[src/rtl/sdram_trk_pkg.sv]
package sdram_trk_pkg;

  typedef enum logic [2:0] {
    CMD_NOP = 3'd0,
    CMD_ACT = 3'd1,
    CMD_REF = 3'd2,
    CMD_LMR = 3'd3,
    CMD_PRE = 3'd4,
    CMD_RD  = 3'd5,
    CMD_WR  = 3'd6,
    CMD_BST = 3'd7
  } cmd_e;

  typedef enum logic [1:0] {
    BK_IDLE = 2'd0,
    BK_OPEN = 2'd1,
    BK_RD   = 2'd2,
    BK_WR   = 2'd3
  } bank_e;

  // Pin decode: deselect is a no-op
  function automatic cmd_e decode_pins(input logic cs_n, input logic ras_n,
                                       input logic cas_n, input logic we_n);
    cmd_e c;
    if (cs_n) begin
      c = CMD_NOP;
    end else begin
      case ({ras_n, cas_n, we_n})
        3'b011:  c = CMD_ACT;
        3'b001:  c = CMD_REF;
        3'b000:  c = CMD_LMR;
        3'b010:  c = CMD_PRE;
        3'b101:  c = CMD_RD;
        3'b100:  c = CMD_WR;
        3'b110:  c = CMD_BST;
        default: c = CMD_NOP;
      endcase
    end
    return c;
  endfunction

  // Commands that address one bank
  function automatic logic is_bank_cmd(input cmd_e c);
    return (c == CMD_ACT) || (c == CMD_PRE) || (c == CMD_RD) ||
           (c == CMD_WR)  || (c == CMD_BST);
  endfunction

  function automatic logic in_burst(input bank_e s);
    return (s == BK_RD) || (s == BK_WR);
  endfunction

  // Legality of a command against the addressed bank state
  function automatic logic cmd_legal(input cmd_e c, input bank_e s,
                                     input logic all_idle);
    logic ok;
    case (c)
      CMD_NOP:         ok = 1'b1;
      CMD_ACT:         ok = (s == BK_IDLE);
      CMD_REF, CMD_LMR: ok = all_idle;
      CMD_PRE:         ok = 1'b1;
      CMD_RD, CMD_WR:  ok = (s != BK_IDLE);
      CMD_BST:         ok = in_burst(s);
      default:         ok = 1'b0;
    endcase
    return ok;
  endfunction

endpackage

[src/rtl/sdram_cmd_decode.sv]
module sdram_cmd_decode
  import sdram_trk_pkg::*;
(
  input  logic cs_n,
  input  logic ras_n,
  input  logic cas_n,
  input  logic we_n,
  output cmd_e cmd_o,
  output logic bank_cmd_o
);

  always_comb begin
    cmd_o      = decode_pins(cs_n, ras_n, cas_n, we_n);
    bank_cmd_o = is_bank_cmd(cmd_o);
  end

endmodule

[src/rtl/sdram_bank_fsm.sv]
module sdram_bank_fsm
  import sdram_trk_pkg::*;
#(
  parameter int BL_W = 4
) (
  input  logic            clk,
  input  logic            rst_n,
  input  logic            apply_i,
  input  cmd_e            cmd_i,
  input  logic [BL_W-1:0] burst_len_i,
  output bank_e           state_o
);

  bank_e           state_q;
  logic [BL_W-1:0] left_q;
  logic [BL_W-1:0] start_len;
  logic            burst_end;

  assign start_len = (burst_len_i == '0) ? BL_W'(1) : burst_len_i;
  assign burst_end = !apply_i && in_burst(state_q) && (left_q <= BL_W'(1));

  always_ff @(posedge clk) begin
    if (!rst_n) begin
      state_q <= BK_IDLE;
      left_q  <= '0;
    end else if (apply_i) begin
      case (cmd_i)
        CMD_ACT: state_q <= BK_OPEN;
        CMD_PRE: begin state_q <= BK_IDLE; left_q <= '0; end
        CMD_BST: begin state_q <= BK_OPEN; left_q <= '0; end
        CMD_RD:  begin state_q <= BK_RD;   left_q <= start_len; end
        CMD_WR:  begin state_q <= BK_WR;   left_q <= start_len; end
        default: ;
      endcase
    end else if (burst_end) begin
      state_q <= BK_OPEN;
      left_q  <= '0;
    end else if (in_burst(state_q)) begin
      left_q <= left_q - BL_W'(1);
    end
  end

  assign state_o = state_q;

  assert_pre_idle_R7: assert property (@(posedge clk) disable iff (!rst_n)
    apply_i && cmd_i == CMD_PRE |=> state_q == BK_IDLE);

  assert_bst_open_R9: assert property (@(posedge clk) disable iff (!rst_n)
    apply_i && cmd_i == CMD_BST |=> state_q == BK_OPEN);

  assert_burst_end_open_R6: assert property (@(posedge clk) disable iff (!rst_n)
    burst_end |=> state_q == BK_OPEN);

  assert_no_burst_from_idle_R5: assert property (@(posedge clk) disable iff (!rst_n)
    state_q == BK_IDLE |=> !in_burst(state_q));

endmodule

[src/rtl/sdram_bank_tracker.sv]
module sdram_bank_tracker
  import sdram_trk_pkg::*;
#(
  parameter int NUM_BANKS = 4,
  parameter int BA_W      = $clog2(NUM_BANKS),
  parameter int BL_W      = 4
) (
  input  logic                   clk,
  input  logic                   rst_n,
  input  logic                   cs_n,
  input  logic                   ras_n,
  input  logic                   cas_n,
  input  logic                   we_n,
  input  logic [BA_W-1:0]        bank_i,
  input  logic                   all_banks_i,
  input  logic [BL_W-1:0]        burst_len_i,
  output logic [2:0]             cmd_o,
  output logic [2*NUM_BANKS-1:0] bank_state_o,
  output logic                   illegal_o
);

  cmd_e                 cur_cmd;
  logic                 cur_bank_cmd;
  bank_e                st [NUM_BANKS];
  logic [NUM_BANKS-1:0] idle_vec;
  logic                 all_idle;
  bank_e                tgt_state;
  logic                 cur_legal;
  logic [BA_W-1:0]      bank_q;
  cmd_e                 cmd_q;
  logic                 illegal_q;
  bank_e                q_tgt_state;

  sdram_cmd_decode u_dec (
    .cs_n       (cs_n),
    .ras_n      (ras_n),
    .cas_n      (cas_n),
    .we_n       (we_n),
    .cmd_o      (cur_cmd),
    .bank_cmd_o (cur_bank_cmd)
  );

  assign all_idle  = &idle_vec;
  assign tgt_state = st[bank_i];
  assign cur_legal = cmd_legal(cur_cmd, tgt_state, all_idle);

  for (genvar b = 0; b < NUM_BANKS; b++) begin : g_bank
    logic hit;
    assign hit = (cur_cmd == CMD_PRE && all_banks_i) ||
                 (cur_bank_cmd && bank_i == BA_W'(b));

    sdram_bank_fsm #(.BL_W(BL_W)) u_fsm (
      .clk         (clk),
      .rst_n       (rst_n),
      .apply_i     (hit && cur_legal),
      .cmd_i       (cur_cmd),
      .burst_len_i (burst_len_i),
      .state_o     (st[b])
    );

    assign bank_state_o[2*b +: 2] = st[b];
    assign idle_vec[b]            = (st[b] == BK_IDLE);
  end

  always_ff @(posedge clk) begin
    if (!rst_n) begin
      cmd_q     <= CMD_NOP;
      illegal_q <= 1'b0;
      bank_q    <= '0;
    end else begin
      cmd_q     <= cur_cmd;
      illegal_q <= !cur_legal;
      bank_q    <= bank_i;
    end
  end

  assign cmd_o       = cmd_q;
  assign illegal_o   = illegal_q;
  assign q_tgt_state = st[bank_q];

  assert_inhibit_nop_R3: assert property (@(posedge clk) disable iff (!rst_n)
    cs_n |=> (cmd_o == CMD_NOP) && !illegal_o);

  assert_act_opens_R4: assert property (@(posedge clk) disable iff (!rst_n)
    cmd_o == CMD_ACT && !illegal_o |-> q_tgt_state == BK_OPEN);

  assert_global_idle_R10: assert property (@(posedge clk) disable iff (!rst_n)
    (cmd_o == CMD_REF || cmd_o == CMD_LMR) && !illegal_o |-> all_idle);

  assert_pre_all_R8: assert property (@(posedge clk) disable iff (!rst_n)
    cur_cmd == CMD_PRE && all_banks_i |=> all_idle && !illegal_o);

endmodule

[config.mk]
export PLATFORM = sky130hd
export DESIGN_NAME = sdram_bank_tracker
export DESIGN_NICKNAME = d
export VERILOG_FILES = /design/src/rtl/sdram_trk_pkg.sv /design/src/rtl/sdram_cmd_decode.sv /design/src/rtl/sdram_bank_fsm.sv /design/src/rtl/sdram_bank_tracker.sv
export SDC_FILE = /design/constraint.sdc
export NUM_CORES = 1
export LEC_CHECK = 0
export BUFFER_PORTS_ARGS = -buffer_cell sky130_fd_sc_hd__buf_4
export CORE_UTILIZATION = 59
export DETAILED_ROUTE_END_ITERATION = 8
export GPL_TIMING_DRIVEN = 0
export PLACE_DENSITY = 0.8
export SYNTH_ARGS = -nofsm -noshare
export SYNTH_HDL_FRONTEND = slang
export SYNTH_HIERARCHICAL = 1
export SYNTH_SLANG_ARGS = --single-unit
[constraint.sdc]
create_clock -name clk -period 5.2 [get_ports clk]
set_input_delay 0.52 -clock clk [delete_from_list [all_inputs] [get_ports clk]]
set_output_delay 0.52 -clock clk [all_outputs]
set_load 0.05 [all_outputs]
# [After elaboration in Yosys (flattened, before gate mapping)]
# Index checks and enable logic that the tools add are counted.
[word_totals] ff_bits=28 out_inout_bits=12
[classes] addsub=4 magnitude_cmp=5 n_eq_ne=34 muxes=29 n_bitwise=1 n_reduce_logical=67
[op_table] op="$mux 4" n=13
[op_table] op="$eq 2x2->1 const B" n=12
[op_table] op="$eq 3x3->1 const B" n=7
[op_table] op="$pmux 3 s7" n=1
[op_table] op="$mux 2" n=10
[op_table] op="$ne 5x5->1 const B" n=4
[op_table] op="$logic_and 1x1->1" n=17
[op_table] op="$le 4x1->1 const B" n=4
[op_table] op="$reduce_and 2->1" n=8
[op_table] op="$sub 4x1->4 const B" n=4
[op_table] op="$logic_or 1x1->1" n=13
[op_table] op="$eq 3x2->1 const B" n=4
[op_table] op="$logic_not 2->1" n=6
[op_table] op="$ne 3x3->1 const B" n=4
[op_table] op="$reduce_bool 3->1" n=4
[op_table] op="$reduce_bool 2->1" n=5
[op_table] op="$reduce_or 2->1" n=5
[op_table] op="$pmux 2 s4" n=1
[op_table] op="$pmux 4 s2" n=1
[op_table] op="$eq 3x1->1 const B" n=2
[op_table] op="$logic_not 3->1" n=2
[op_table] op="$logic_not 1->1" n=5
[op_table] op="$pmux 1 s5" n=1
[op_table] op="$bmux 2 s2" n=1
[op_table] op="6 further kinds" n=6

# [Logic depth before layout (Yosys ltp)]
[logic_depth] word_depth=16 depth_mapped=11 ltp_nobuf=10

# [Cells and area by module]
# The synthesis kept the hierarchy.
[modules_own_cells] module="sdram_bank_fsm" instances=4 cells_per_inst=53 area_per_inst_um2=435.4
[modules_own_cells] module="sdram_bank_tracker" instances=1 cells_per_inst=46 area_per_inst_um2=425.4
[modules_own_cells] module="sdram_cmd_decode" instances=1 cells_per_inst=9 area_per_inst_um2=73.8

# [Worst setup path before layout]
# No wires, ideal clock.
[synth_path] path_type="input to register" start="in cas_n" end="reg g_bank[1].u_fsm.left_q[3]" setup_time_ns=0.122 t_arrival_ns=3.913 required_time_ns=5.078 path_slack_ns=1.165 stages=11 n_path_buf=1 cell_sequence="or2b_1 -> a21oi_1 -> or3b_1 -> o221ai_2 -> a211oi_1 -> a2111oi_1 -> buf_4 -> nor2b_1 -> a21oi_1 -> nor4_1 -> o311a_1"
[synth_via] elab_chain_len=16 elab_cells_between_ends=39 classes_between="eq/ne (14); mux (6); reduce/logical (19)"
[synth_rtl] item="start, declared" line="sdram_bank_tracker.sv:12" source="input logic cas_n,"
[synth_rtl] item="$eq 3x3->1, or another cell as far along" line="sdram_trk_pkg.sv:28" source="case ({ras_n, cas_n, we_n})"
[synth_rtl] item="$pmux 3 s7 *" line="sdram_trk_pkg.sv:28"
[synth_rtl] item="$mux 3 *" line="sdram_trk_pkg.sv:25" source="if (cs_n) begin"
[synth_rtl] item="named net cur_cmd[2]" line="sdram_bank_tracker.sv:22" source="cmd_e cur_cmd;"
[synth_rtl] item="$eq 3x1->1 / $eq 3x3->1 (equally long branches)" line="sdram_trk_pkg.sv:44, sdram_trk_pkg.sv:56, sdram_bank_fsm.sv:27"
[synth_rtl] item="$logic_or 1x1->1 (3 in series)" line="sdram_trk_pkg.sv:44" source="return (c == CMD_ACT) || (c == CMD_PRE) || (c == CMD_RD) ||"
[synth_rtl] item="$logic_or 1x1->1" line="sdram_trk_pkg.sv:45" source="(c == CMD_WR) || (c == CMD_BST);"
[synth_rtl] item="$logic_and 1x1->1" line="sdram_bank_tracker.sv:50" source="(cur_bank_cmd && bank_i == BA_W'(b));"
[synth_rtl] item="$logic_or 1x1->1" line="sdram_bank_tracker.sv:49" source="assign hit = (cur_cmd == CMD_PRE && all_banks_i) ||"
[synth_rtl] item="$logic_and 1x1->1" line="sdram_bank_tracker.sv:55" source=".apply_i (hit && cur_legal),"
[synth_rtl] item="$logic_not 1->1" line="sdram_bank_fsm.sv:20" source="assign burst_end = !apply_i && in_burst(state_q) && (left_q <= BL_W'(1));"
[synth_rtl] item="$logic_and 1x1->1 (2 in series)" line="sdram_bank_fsm.sv:20"
[synth_rtl] item="$reduce_bool 3->1 (no line) / $mux 4 (equally long branches)"
[synth_rtl] item="$reduce_and 2->1 (no line) / $mux 4 (equally long branches)"
[synth_rtl] item="end signal, assigned" line="sdram_bank_fsm.sv:39" source="left_q <= left_q - BL_W'(1);"
[synth_rtl] item="end, declared" line="sdram_bank_fsm.sv:15" source="logic [BL_W-1:0] left_q;"
# The timed path passes the listed nets; every way through them passes the cells marked *.
# A chain may end at the register's enable or synchronous reset.

# [Final worst setup path]
[layout_path] start="in cas_n" end="reg g_bank[2].u_fsm.left_q[3]"
[layout_via] elab_chain_len=16 elab_cells_between_ends=39 classes_between="eq/ne (14); mux (6); reduce/logical (19)"
[layout_rtl] item="$eq 3x3->1, or another cell as far along" line="sdram_trk_pkg.sv:28"
[layout_rtl] item="$pmux 3 s7 *" line="sdram_trk_pkg.sv:28"
[layout_rtl] item="$mux 3 *" line="sdram_trk_pkg.sv:25"
[layout_rtl] item="named net cur_cmd[2]" line="sdram_bank_tracker.sv:22"
[layout_rtl] item="$eq 3x1->1 / $eq 3x3->1 (equally long branches)" line="sdram_trk_pkg.sv:44, sdram_trk_pkg.sv:56, sdram_bank_fsm.sv:27"
[layout_rtl] item="$logic_or 1x1->1 (3 in series)" line="sdram_trk_pkg.sv:44"
[layout_rtl] item="$logic_or 1x1->1" line="sdram_trk_pkg.sv:45"
[layout_rtl] item="$logic_and 1x1->1" line="sdram_bank_tracker.sv:50"
[layout_rtl] item="$logic_or 1x1->1" line="sdram_bank_tracker.sv:49"
[layout_rtl] item="$logic_and 1x1->1" line="sdram_bank_tracker.sv:55"
[layout_rtl] item="$logic_not 1->1" line="sdram_bank_fsm.sv:20"
[layout_rtl] item="$logic_and 1x1->1 (2 in series)" line="sdram_bank_fsm.sv:20"
[layout_rtl] item="$reduce_bool 3->1 (no line) / $mux 4 (equally long branches)"
[layout_rtl] item="$reduce_and 2->1 (no line) / $mux 4 (equally long branches)"
[layout_rtl] item="end signal, assigned" line="sdram_bank_fsm.sv:39"
[layout_rtl] item="end, declared" line="sdram_bank_fsm.sv:15"
# Marks and branches as above.

==> summary.md <==
| Metric | Value |
|---|---|
| Number of buffers created by CTS | 3 |
| Ys flop type | dfxtp_1 |
| Total negative slack | 0 ns |
| N_diodes | 0 |
| Syn avg cell area | 8.39 um^2 |
| Post-route minimum period | between 3 and 4 ns |
| Skew-Pair Late Insertion Delay | between 0.2 and 0.3 ns |
| Synth top area share | ~25% |
| CP dominant cell by count | buf_4 |
| WL per Instance | between 10 and 15 um |
| Share of layout cells above drive strength 1 | between 20% and 30% |
| Antenna violations before repair | 0 |
| Hold Crit Class | primary input to register |
| Largest delay share family, worst path | compound AO/OA/AOI/OAI gates |
| Seq pwr share | 45.0% |
| Mapped Cells | 267 |
| Io pins | 25 |
| Fin Clk Skew | 0.00205 ns |
| Tcrit/Tclk final | about 68% |
| Starting Density | around three fifths |
| First-iteration detailed-routing DRC count | approximately 140 |
| Combinational group share of total power | around 33% |
| Crit path required time | approximately 5.4 ns |
| DRT Pass-1 Iters | 4 |
| Synth top area cells | dfxtp_1 25%, o41ai_4 4.9%, ha_1 4.5%, a21oi_1 4.0%, nor2b_1 3.9% |
| Maxcap violations | 0 |
| Area Growth Syn to Fin | 13.8% |
| Outcome | completed |
| Post-CTS setup buffer count | 0 |
| Final Slew Violations | 0 |
| Net Sw Frac | about 34% |
| Max Freq | about 280 MHz |
| Yosys warns | 6 |
| Sw Pwr | approximately 0.18 mW |
| Final hold violations | 0 |
| CTS H-tree depth | 1 |
| Fraction of registers with async set/reset | 0% |
| Clk sinks | 28 |
| Clock share of power | between 20 and 25% |
| Int Power | between 0.3 and 0.4 mW |
| Routability Congestion | 0.879 |
| LEAKAGE | roughly 1.0 nW |
| Detail Route Antenna Nets | 0 |
| Worst Setup Path Type | primary input to register |
| Inst Count DP | 339 |
| Critical-path cell with the highest stage delay | a21oi_2 |
| Critical path cell sequence | buf_4 > or2b_1 > a21oi_2 > buf_16 > or3b_1 > o221ai_2 > a211oi_1 > a2111oi_1 > buf_4 > nor2b_1 > a21oi_1 > nor4_1 > o311a_1 |
| Synth Area in Compound Gates | between 30% and 40% |
| Commonest non-fill, non-tap cell in the layout | buf_4 |
| HPWL after DPL | about 3700 um |
| RSZ-0062 raised after global routing | no |
| Post-synth EDFFs | 0 |
| WP buf/inv | 3 |
| Grt ovf | 0 |
| Synth area leader | dfxtp_1 |
| CP endpoint kind | register |
| Non-Filler Instances | ~340 |
| Rel. slew slack | between 20% and 30% |
| Num rows | 22 |
| Maximum vdd drop | 0.000117 V |
| Mux share of post-synthesis cell area | 4.80% |
| Xor/xnor cell area share of the yosys netlist | 2.62% |
| Clk root buf | clkbuf_8 |
| Startpoint Class | primary input |
| # DRC | 0 |
| Die height | around 64 um |
| PwrDens | 209 nW/um^2 |
| Die area | between 4000 and 5000 um^2 |
| Drt total wl | 5070 um |
| NumNets Final | between 300 and 400 |
| Critical path data arrival time | about 3.7 ns |
| Number of global-route vias before repair | 1920 |
| Hold buffers post-CTS | 0 |
| Tightest Pin Transition | roughly 1.1 ns |
| Worst-path clk slew | ~0.090 ns |
| Die Wd | around 64 um |
| Clock buffer depth | 2 |
| Crit Path Max Fanout | 26 |
| Commonest cells after routing, fill and taps aside | 29 x buf_4, 28 x dfxtp_1, 18 x nor2_1, 17 x a21oi_1, 17 x nand2_1 |
| Sequential area share after synthesis | 25.0% |
| Via-to-Cell Ratio | a little over 6 |
| Post-synth cell types | 47 |
| Max incr delay on CP | between 0.5 and 0.6 ns |
| First-pass GRT wire length | roughly 8600 um |
| CTS resizes | 0 |
| Vias | about 2100 |
| Setup slack, reg-to-reg | 2.67 ns |
| Largest net degree at the start of global routing | 27 |
| Fillers | between 300 and 400 |
| Synthesized area | around 2200 um^2 |
| CTS tree | done |
| Core box area | ~3700 um^2 |
| Adder-Cell Fraction of Synth Area | around 4.5% |
| Syn Nets | 288 |
| Synthesized flop and latch total | 28 |
| Largest family of logic cells by synthesized area | compound AO/OA/AOI/OAI gates |
| Simple-gate portion of the synthesized area | a little over a quarter |
| Total GRT Usage | a little over a quarter |
| Port Buf Inserts | 22 |
| Final setup vio count | 0 |
power groups by stage:
stage / clock, mW / sequential (mW) / combinational (mW)
6_report: 0.117 / 0.240 / 0.176
5_1_grt: 0.132 / 0.242 / 0.191
2_1_floorplan: 0 / 0.260 / 0.112
3_3_place_gp: 0 / 0.245 / 0.168
4_1_cts: 0.124 / 0.240 / 0.176
3_5_place_dp: 0 / 0.245 / 0.175
synth_stat cells (5+ instances only):
cell,instances
nand2b_1,5
nand3_1,8
a22oi_1,8
o22ai_1,8
inv_1,13
nor3_1,12
nand2_1,17
nor2b_1,14
nor2_1,18
ha_1,8
or2_2,5
and2_1,6
a21oi_1,18
dfxtp_1,28
o21ai_0,12
buf_4,6
routing by layer:
layer	part of all wire, %	vias up	global-route usage (%)
li1	-	1054	-
met3	5.6	4	3.08
met5	0	-	0
met4	1.3	0	9.09
met2	47	60	44.3
met1	46	972	33.9
cell families (layout without fill, tap and decap cells):
| group | after synthesis | in the layout |
|---|---|---|
| and+or+nand+nor | 107 | 107 |
| AOI/OAI and AO/OA | 83 | 83 |
| DFF | 28 | 28 |
| buffers and inverters | 27 | 54 |
| muxes | 9 | 9 |
| adders and majority gates | 8 | 8 |
| xor gates and xnor gates | 5 | 5 |
final timing paths:
kind	endpoint	start	cells after the start
max	g_bank[2].u_fsm/left_q[3]	cas_n	13
min	cmd_o[0]	rst_n	2
max reg2reg	g_bank[2].u_fsm/left_q[3]	g_bank[2].u_fsm/state_o[1]	9
min reg2reg	g_bank[3].u_fsm/left_q[2]	g_bank[3].u_fsm/left_q[2]	2
sequential cells by signal (all words and copies together), names as in the netlist:
| register | count |
|---|---|
| g_bank.u_fsm/state_o | 8 |
| illegal_o | 1 |
| cmd_o | 3 |
| g_bank.u_fsm/left_q | 16 |
through the flow:
step | util [%] | setup slack, ns | instance area (um^2) | hold slack, ns | power, mW
floorplan | - | 1.17 | 2240 | 0.524 | 0.372
global placement | 67.4 | 0.213 | 2470 | 0.555 | 0.413
detailed placement | 68.6 | 1.36 | 2510 | 0.565 | 0.421
CTS | 69.7 | 1.65 | 2550 | 0.526 | 0.540
global route | 69.7 | 1.47 | 2550 | 0.526 | 0.565
finish | 69.7 | 1.65 | 2550 | 0.534 | 0.534
cell type report:
class / instances / area (um^2) / share of cell area, %
multi-input cells: 212 / 1570 / 61.4
flip-flops and latches: 28 / 561 / 22.0
repair buffers: 24 / 200 / 7.85
inverters: 17 / 63.8 / 2.50
plain buffers: 10 / 60.1 / 2.35
well taps: 48 / 60.1 / 2.35
clock buffers: 3 / 41.3 / 1.62
Note: power is estimated with default switching activity, not from simulation.
